===== src/rtl/sftx_pkg.sv =====
package sftx_pkg;
  typedef enum logic [2:0] {
    ST_IDLE,
    ST_WAIT,
    ST_START,
    ST_DATA,
    ST_PAR,
    ST_STOP
  } tx_state_e;
endpackage


===== src/rtl/sftx_cfg_decode.sv =====
module sftx_cfg_decode #(
  parameter int DATA_W = 9,
  localparam int NB_W = $clog2(DATA_W + 1)
) (
  input  logic [2:0]      size_code_i,
  input  logic [1:0]      parity_mode_i,
  output logic [NB_W-1:0] n_bits_o,
  output logic            par_en_o,
  output logic            par_odd_o
);
  always_comb begin
    unique case (size_code_i)
      3'b000:  n_bits_o = NB_W'(5);
      3'b001:  n_bits_o = NB_W'(6);
      3'b010:  n_bits_o = NB_W'(7);
      3'b111:  n_bits_o = NB_W'(DATA_W);
      default: n_bits_o = NB_W'(8); // 011 and unused codes
    endcase
  end

  // 01 is unused and falls back to no parity
  assign par_en_o  = parity_mode_i[1];
  assign par_odd_o = parity_mode_i[1] & parity_mode_i[0];
endmodule


===== src/rtl/sftx_shift.sv =====
module sftx_shift #(
  parameter int DATA_W = 9,
  localparam int NB_W = $clog2(DATA_W + 1)
) (
  input  logic              clk_i,
  input  logic              rst_ni,
  input  logic              load_i,
  input  logic              shift_i,
  input  logic [DATA_W-1:0] data_i,
  input  logic [NB_W-1:0]   n_bits_i,
  input  logic              par_odd_i,
  output logic              bit_o,
  output logic              par_o
);
  logic [DATA_W-1:0] sr_q;
  logic [DATA_W-1:0] masked;
  logic              par_q;

  // Only the bits that will be sent count towards parity
  for (genvar g = 0; g < DATA_W; g++) begin : g_mask
    assign masked[g] = data_i[g] & (NB_W'(g) < n_bits_i);
  end

  always_ff @(posedge clk_i or negedge rst_ni) begin
    if (!rst_ni) begin
      sr_q  <= '0;
      par_q <= 1'b0;
    end else if (load_i) begin
      sr_q  <= data_i;
      par_q <= (^masked) ^ par_odd_i;
    end else if (shift_i) begin
      sr_q <= {1'b0, sr_q[DATA_W-1:1]};
    end
  end

  assign bit_o = sr_q[0];
  assign par_o = par_q;
endmodule


===== src/rtl/sftx_ctrl.sv =====
module sftx_ctrl
  import sftx_pkg::*;
#(
  parameter int DATA_W = 9,
  parameter int TICKS_PER_BIT = 16,
  localparam int NB_W = $clog2(DATA_W + 1),
  localparam int CNT_W = $clog2(TICKS_PER_BIT)
) (
  input  logic            clk_i,
  input  logic            rst_ni,
  input  logic            tick_i,
  input  logic            accept_i,
  input  logic [NB_W-1:0] n_bits_i,
  input  logic            par_en_i,
  input  logic            two_stop_i,
  output tx_state_e       state_o,
  output logic            shift_o
);
  tx_state_e       state_q, state_d;
  logic [CNT_W-1:0] tick_cnt_q, tick_cnt_d;
  logic [NB_W-1:0]  bit_cnt_q, bit_cnt_d;
  logic [NB_W-1:0]  n_bits_q;
  logic             par_en_q, two_stop_q, second_q, second_d;
  logic             bit_done;

  assign bit_done = tick_i && (tick_cnt_q == CNT_W'(TICKS_PER_BIT - 1));

  always_comb begin
    state_d    = state_q;
    tick_cnt_d = tick_cnt_q;
    bit_cnt_d  = bit_cnt_q;
    second_d   = second_q;
    shift_o    = 1'b0;
    if (state_q inside {ST_START, ST_DATA, ST_PAR, ST_STOP} && tick_i)
      tick_cnt_d = bit_done ? '0 : tick_cnt_q + 1'b1;
    unique case (state_q)
      ST_IDLE: if (accept_i) state_d = ST_WAIT;
      ST_WAIT: if (tick_i) begin
        state_d    = ST_START;
        tick_cnt_d = '0;
      end
      ST_START: if (bit_done) begin
        state_d   = ST_DATA;
        bit_cnt_d = '0;
      end
      ST_DATA: if (bit_done) begin
        shift_o = 1'b1;
        if (bit_cnt_q == n_bits_q - 1'b1) begin
          state_d  = par_en_q ? ST_PAR : ST_STOP;
          second_d = 1'b0;
        end else begin
          bit_cnt_d = bit_cnt_q + 1'b1;
        end
      end
      ST_PAR: if (bit_done) begin
        state_d  = ST_STOP;
        second_d = 1'b0;
      end
      ST_STOP: if (bit_done) begin
        if (two_stop_q && !second_q) second_d = 1'b1;
        else state_d = ST_IDLE;
      end
      default: state_d = ST_IDLE;
    endcase
  end

  always_ff @(posedge clk_i or negedge rst_ni) begin
    if (!rst_ni) begin
      state_q    <= ST_IDLE;
      tick_cnt_q <= '0;
      bit_cnt_q  <= '0;
      second_q   <= 1'b0;
      n_bits_q   <= NB_W'(8);
      par_en_q   <= 1'b0;
      two_stop_q <= 1'b0;
    end else begin
      state_q    <= state_d;
      tick_cnt_q <= tick_cnt_d;
      bit_cnt_q  <= bit_cnt_d;
      second_q   <= second_d;
      if (accept_i) begin
        n_bits_q   <= n_bits_i;
        par_en_q   <= par_en_i;
        two_stop_q <= two_stop_i;
      end
    end
  end

  assign state_o = state_q;
endmodule


===== src/rtl/serial_frame_tx.sv =====
module serial_frame_tx
  import sftx_pkg::*;
#(
  parameter int DATA_W = 9,
  parameter int TICKS_PER_BIT = 16,
  localparam int NB_W = $clog2(DATA_W + 1)
) (
  input  logic              clk_i,
  input  logic              rst_ni,
  input  logic [2:0]        size_code_i,
  input  logic [1:0]        parity_mode_i,
  input  logic              stop_sel_i,
  input  logic [DATA_W-1:0] data_i,
  input  logic              valid_i,
  output logic              ready_o,
  input  logic              tick_i,
  output logic              tx_o,
  output logic              busy_o
);
  tx_state_e       state;
  logic [NB_W-1:0] n_bits;
  logic            par_en, par_odd, accept, shift, data_bit, par_bit;

  assign accept = valid_i && (state == ST_IDLE);

  sftx_cfg_decode #(.DATA_W(DATA_W)) u_dec (
    .size_code_i  (size_code_i),
    .parity_mode_i(parity_mode_i),
    .n_bits_o     (n_bits),
    .par_en_o     (par_en),
    .par_odd_o    (par_odd)
  );

  sftx_ctrl #(.DATA_W(DATA_W), .TICKS_PER_BIT(TICKS_PER_BIT)) u_ctrl (
    .clk_i     (clk_i),
    .rst_ni    (rst_ni),
    .tick_i    (tick_i),
    .accept_i  (accept),
    .n_bits_i  (n_bits),
    .par_en_i  (par_en),
    .two_stop_i(stop_sel_i),
    .state_o   (state),
    .shift_o   (shift)
  );

  sftx_shift #(.DATA_W(DATA_W)) u_sr (
    .clk_i    (clk_i),
    .rst_ni   (rst_ni),
    .load_i   (accept),
    .shift_i  (shift),
    .data_i   (data_i),
    .n_bits_i (n_bits),
    .par_odd_i(par_odd),
    .bit_o    (data_bit),
    .par_o    (par_bit)
  );

  always_comb begin
    unique case (state)
      ST_START: tx_o = 1'b0;
      ST_DATA:  tx_o = data_bit;
      ST_PAR:   tx_o = par_bit;
      default:  tx_o = 1'b1;
    endcase
  end

  assign ready_o = (state == ST_IDLE);
  assign busy_o  = (state != ST_IDLE);
endmodule


===== config.mk =====
export PLATFORM = sky130hd
export DESIGN_NAME = serial_frame_tx
export DESIGN_NICKNAME = d
export VERILOG_FILES = /design/src/rtl/sftx_pkg.sv /design/src/rtl/sftx_cfg_decode.sv /design/src/rtl/sftx_shift.sv /design/src/rtl/sftx_ctrl.sv /design/src/rtl/serial_frame_tx.sv
export SDC_FILE = /design/constraint.sdc
export NUM_CORES = 1
export LEC_CHECK = 0
export CAP_MARGIN = 5
export CORE_MARGIN = 3
export CORE_UTILIZATION = 45
export CTS_BUF_LIST = sky130_fd_sc_hd__clkbuf_4 sky130_fd_sc_hd__clkbuf_8
export CTS_CLUSTER_SIZE = 12
export DETAILED_ROUTE_END_ITERATION = 8
export PLACE_DENSITY = 0.7
export RECOVER_POWER = 25
export SLEW_MARGIN = 5
export SYNTH_ARGS = -nofsm -noshare
export SYNTH_HDL_FRONTEND = slang
export SYNTH_SLANG_ARGS = --single-unit

===== constraint.sdc =====
create_clock -name clk_i -period 1.8 [get_ports clk_i]
set_input_delay 0.36 -clock clk_i [delete_from_list [all_inputs] [get_ports clk_i]]
set_output_delay 0.36 -clock clk_i [all_outputs]
set_load 0.02 [all_outputs]

==> impl_metrics.ini <==
[die]
die_y_um = 67.54
core_sq_um = 3495
row_count = 21
io_pins = 22
die_w_um = 67.54
die_area_sq_um = 4562
start_util_pct = 48.76

[synthesis]
ys_ff_latch = 28
synthTopCellsByCount = nand2_1 (32), dfrtp_1 (27), o21ai_0 (19)
synth_area_leaders = dfrtp_1 (40%), nand2_1 (7.0%), mux2i_1 (6.5%), o21ai_0 (5.6%), xnor2_1 (3.6%)
yosysWarnings = 0
netlist_area_sq_um = 1704
syn_nets = 209
synth_edf_count = 0
synth_area_per_cell_sq_um = 9.113
yosysSeqAreaShare_pct = 41.19
synth-main-ff-cell = dfrtp_1
syn_inst = 187
yosysTopAreaCell = dfrtp_1
async_reset_ff_share_pct = 100.0
yosysTopAreaCellShare_pct = 39.65
synth.distinct_cells = 43
synth_most_common_cell = nand2_1

[finish]
multi_input_area_sq_um = 972.2
postLayoutCoreUtil_pct = 64.30
area_growth_pct = 31.87
drive_gt1_share_pct = 24.34
seqCellArea_sq_um = 701.9
antenna_cells = 0
fill_cells = 295
finalNetCount = 249

[sta]
fin_crit_sh_pct = 97.22
drv_slew = 0
final-setup-viol-count = 0
max_freq_mhz = 571.5
tightest_slew_ns = 0.6768
finalSetupTns_ns = 0
hold_violations = 0
slew_headroom_pct = 54.88
rsz0062_at_grt = yes
period_needed_ns = 1.750
skew_ns = 0.006508

[worst_setup_path]
cp-start-kind = flip-flop
critical-path-top-delay-family = flip-flops
critPathMaxStageDelay_ns = 0.40
crit_arrival_ns = 1.91
r2r-start = u_ctrl.n_bits_q[0]
cp_cell_sequence = inv_2, ha_4, xor2_2, nand3_2, o2111ai_2, mux2_4, a22o_1
required_ns = 1.96
cp-end-kind = flip-flop
path_class = flip-flop to flip-flop
crit_path_top_delay_cell = dfrtp_1
path_buf_inv = 1
startpoint = u_ctrl.n_bits_q[0]
path_max_fanout = 3
r2r_setup_slack_ns = 0.05
rr_worst_depth = 7
rr_endpoint = u_ctrl.bit_cnt_q[3]

[power]
leakagePower_nw = 1.074
peakVddDrop_uv = 586.8
powerDensity_nw_per_um2 = 1172

[placement]
numPortBuffers = 21
hpwl_um = 2697
gp_congestion = 0.8736

[clock_network]
clock_latency_ns = 0.27
hold_buffers = 0
clkSinkCount = 28
cts_buffer_depth = 2
htreeDepth = 1
path_clk_slew_ns = 0.10
cts_tree = built
cts-root-buf = clkbuf_8
cts_inserted_buffers = 3

[global_routing]
grt_util_met1_pct = 22.65
overflow = 0
antenna_found_initial = 0
met3_usage_pct = 2.496
top_usage_layer = met2
grt_usage_pct = 18.42
grt_pass1_wl_um = 6444
use_met2_pct = 33.05
grt_max_degree = 29
first_global_vias = 1490

[min_path]
worst_hold_path_type = flip-flop to flip-flop
whs_path_depth = 1

[route]
postRouteAntennaNets = 0
wl_per_cell_um = 12.96
drt_wl_total_um = 3526
viasPerCell = 5.404
drc = 0
vias = 1470
drt_iter0_drc = 79
dr.pass1.iters = 4

[run]
maxCapViolCount = 0

[outcome]
run_status = complete, no violations
-- cell families after synthesis --
kind of cell	share of synthesized area, %
buf+inv	5.433
flops	41.19
mux	7.783
compound gates	17.40
xor+xnor	8.296
fa+ha+maj	2.203
simple gates	17.70
-- worst reg2reg max path, cell delays in order, from the launching register on --
cell and delay (ns):
dfrtp_1 0.40, inv_2 0.08, ha_4 0.20, xor2_2 0.16, nand3_2 0.11, o2111ai_2 0.21
mux2_4 0.32, a22o_1 0.17
-- report_power, final --
group	leakage, nW	switching (mW)	internal [mW]
Sequential	0.362	0.114	0.809
Clock	0.0357	0.189	0.297
Combinational	0.677	0.614	0.611
Total	1.07	0.918	1.72
-- repair_timing --
action                     in CTS  in global routing
setup buffers                   0                  1
resized for setup              15                 10
pin swaps                       4                  2
gates cloned                    0                  0
setup endpoints to repair       8                 10
-- cells in the final DEF, fill, tap and decap left out, drive strengths merged, types with 6 or more instances in the layout --
master,netlist,layout
nand2,33,33
buf,8,28
dfrtp,27,27
o21ai,19,19
clkdlybuf4s50,0,17
mux2i,11,11
inv,8,8
xnor2,7,7
a21oi,6,6
nand3,6,6
-- metrics by stage --
stage / cell area (sq um) / power, mW / hold slack, ns / std cells / setup WS [ns]
finish: 2247 / 2.634 / 0.5080 / 272 / 0.05007
global route: 2247 / 2.829 / 0.5413 / 272 / -0.07656
CTS: 2210 / 2.592 / 0.4676 / 271 / -0.05200
detailed placement: 2117 / 2.084 / 0.4947 / 267 / -0.1173
global placement: 2117 / 2.036 / 0.4760 / 267 / -0.07362
floorplan: 1704 / 1.587 / 0.06441 / 187 / -0.01423
-- routing by layer --
| layer | routed length [um] | share of wire (%) |
|---|---|---|
| met1 | 1572 | 45 |
| met2 | 1782 | 51 |
| met3 | 144 | 4.1 |
| met4 | 26 | 0.74 |
| met5 | 0 | 0 |
-- area by class of cell --
class / count / share of cell area (%)
inverter: 8 / 1.336
timing repair buffer: 48 / 18.43
sequential: 28 / 31.24
multi-input combinational: 138 / 43.26
tap: 46 / 2.561
clock inverter: 1 / 1.336
clock buffer: 3 / 1.837
-- worst max-delay path by stage --
stage | end | cells past startpoint | slack [ns]
after floorplan | u_ctrl.bit_cnt_q[3] | 7 | -0.01
after global placement | u_ctrl.bit_cnt_q[0] | 6 | -0.07
after detailed placement | u_ctrl.bit_cnt_q[0] | 6 | -0.12
after CTS | u_ctrl.bit_cnt_q[3] | 7 | -0.05
after global routing | u_ctrl.bit_cnt_q[3] | 7 | -0.08
final | u_ctrl.bit_cnt_q[3] | 7 | 0.05
No activity file was read; power rests on OpenSTA's default activity.
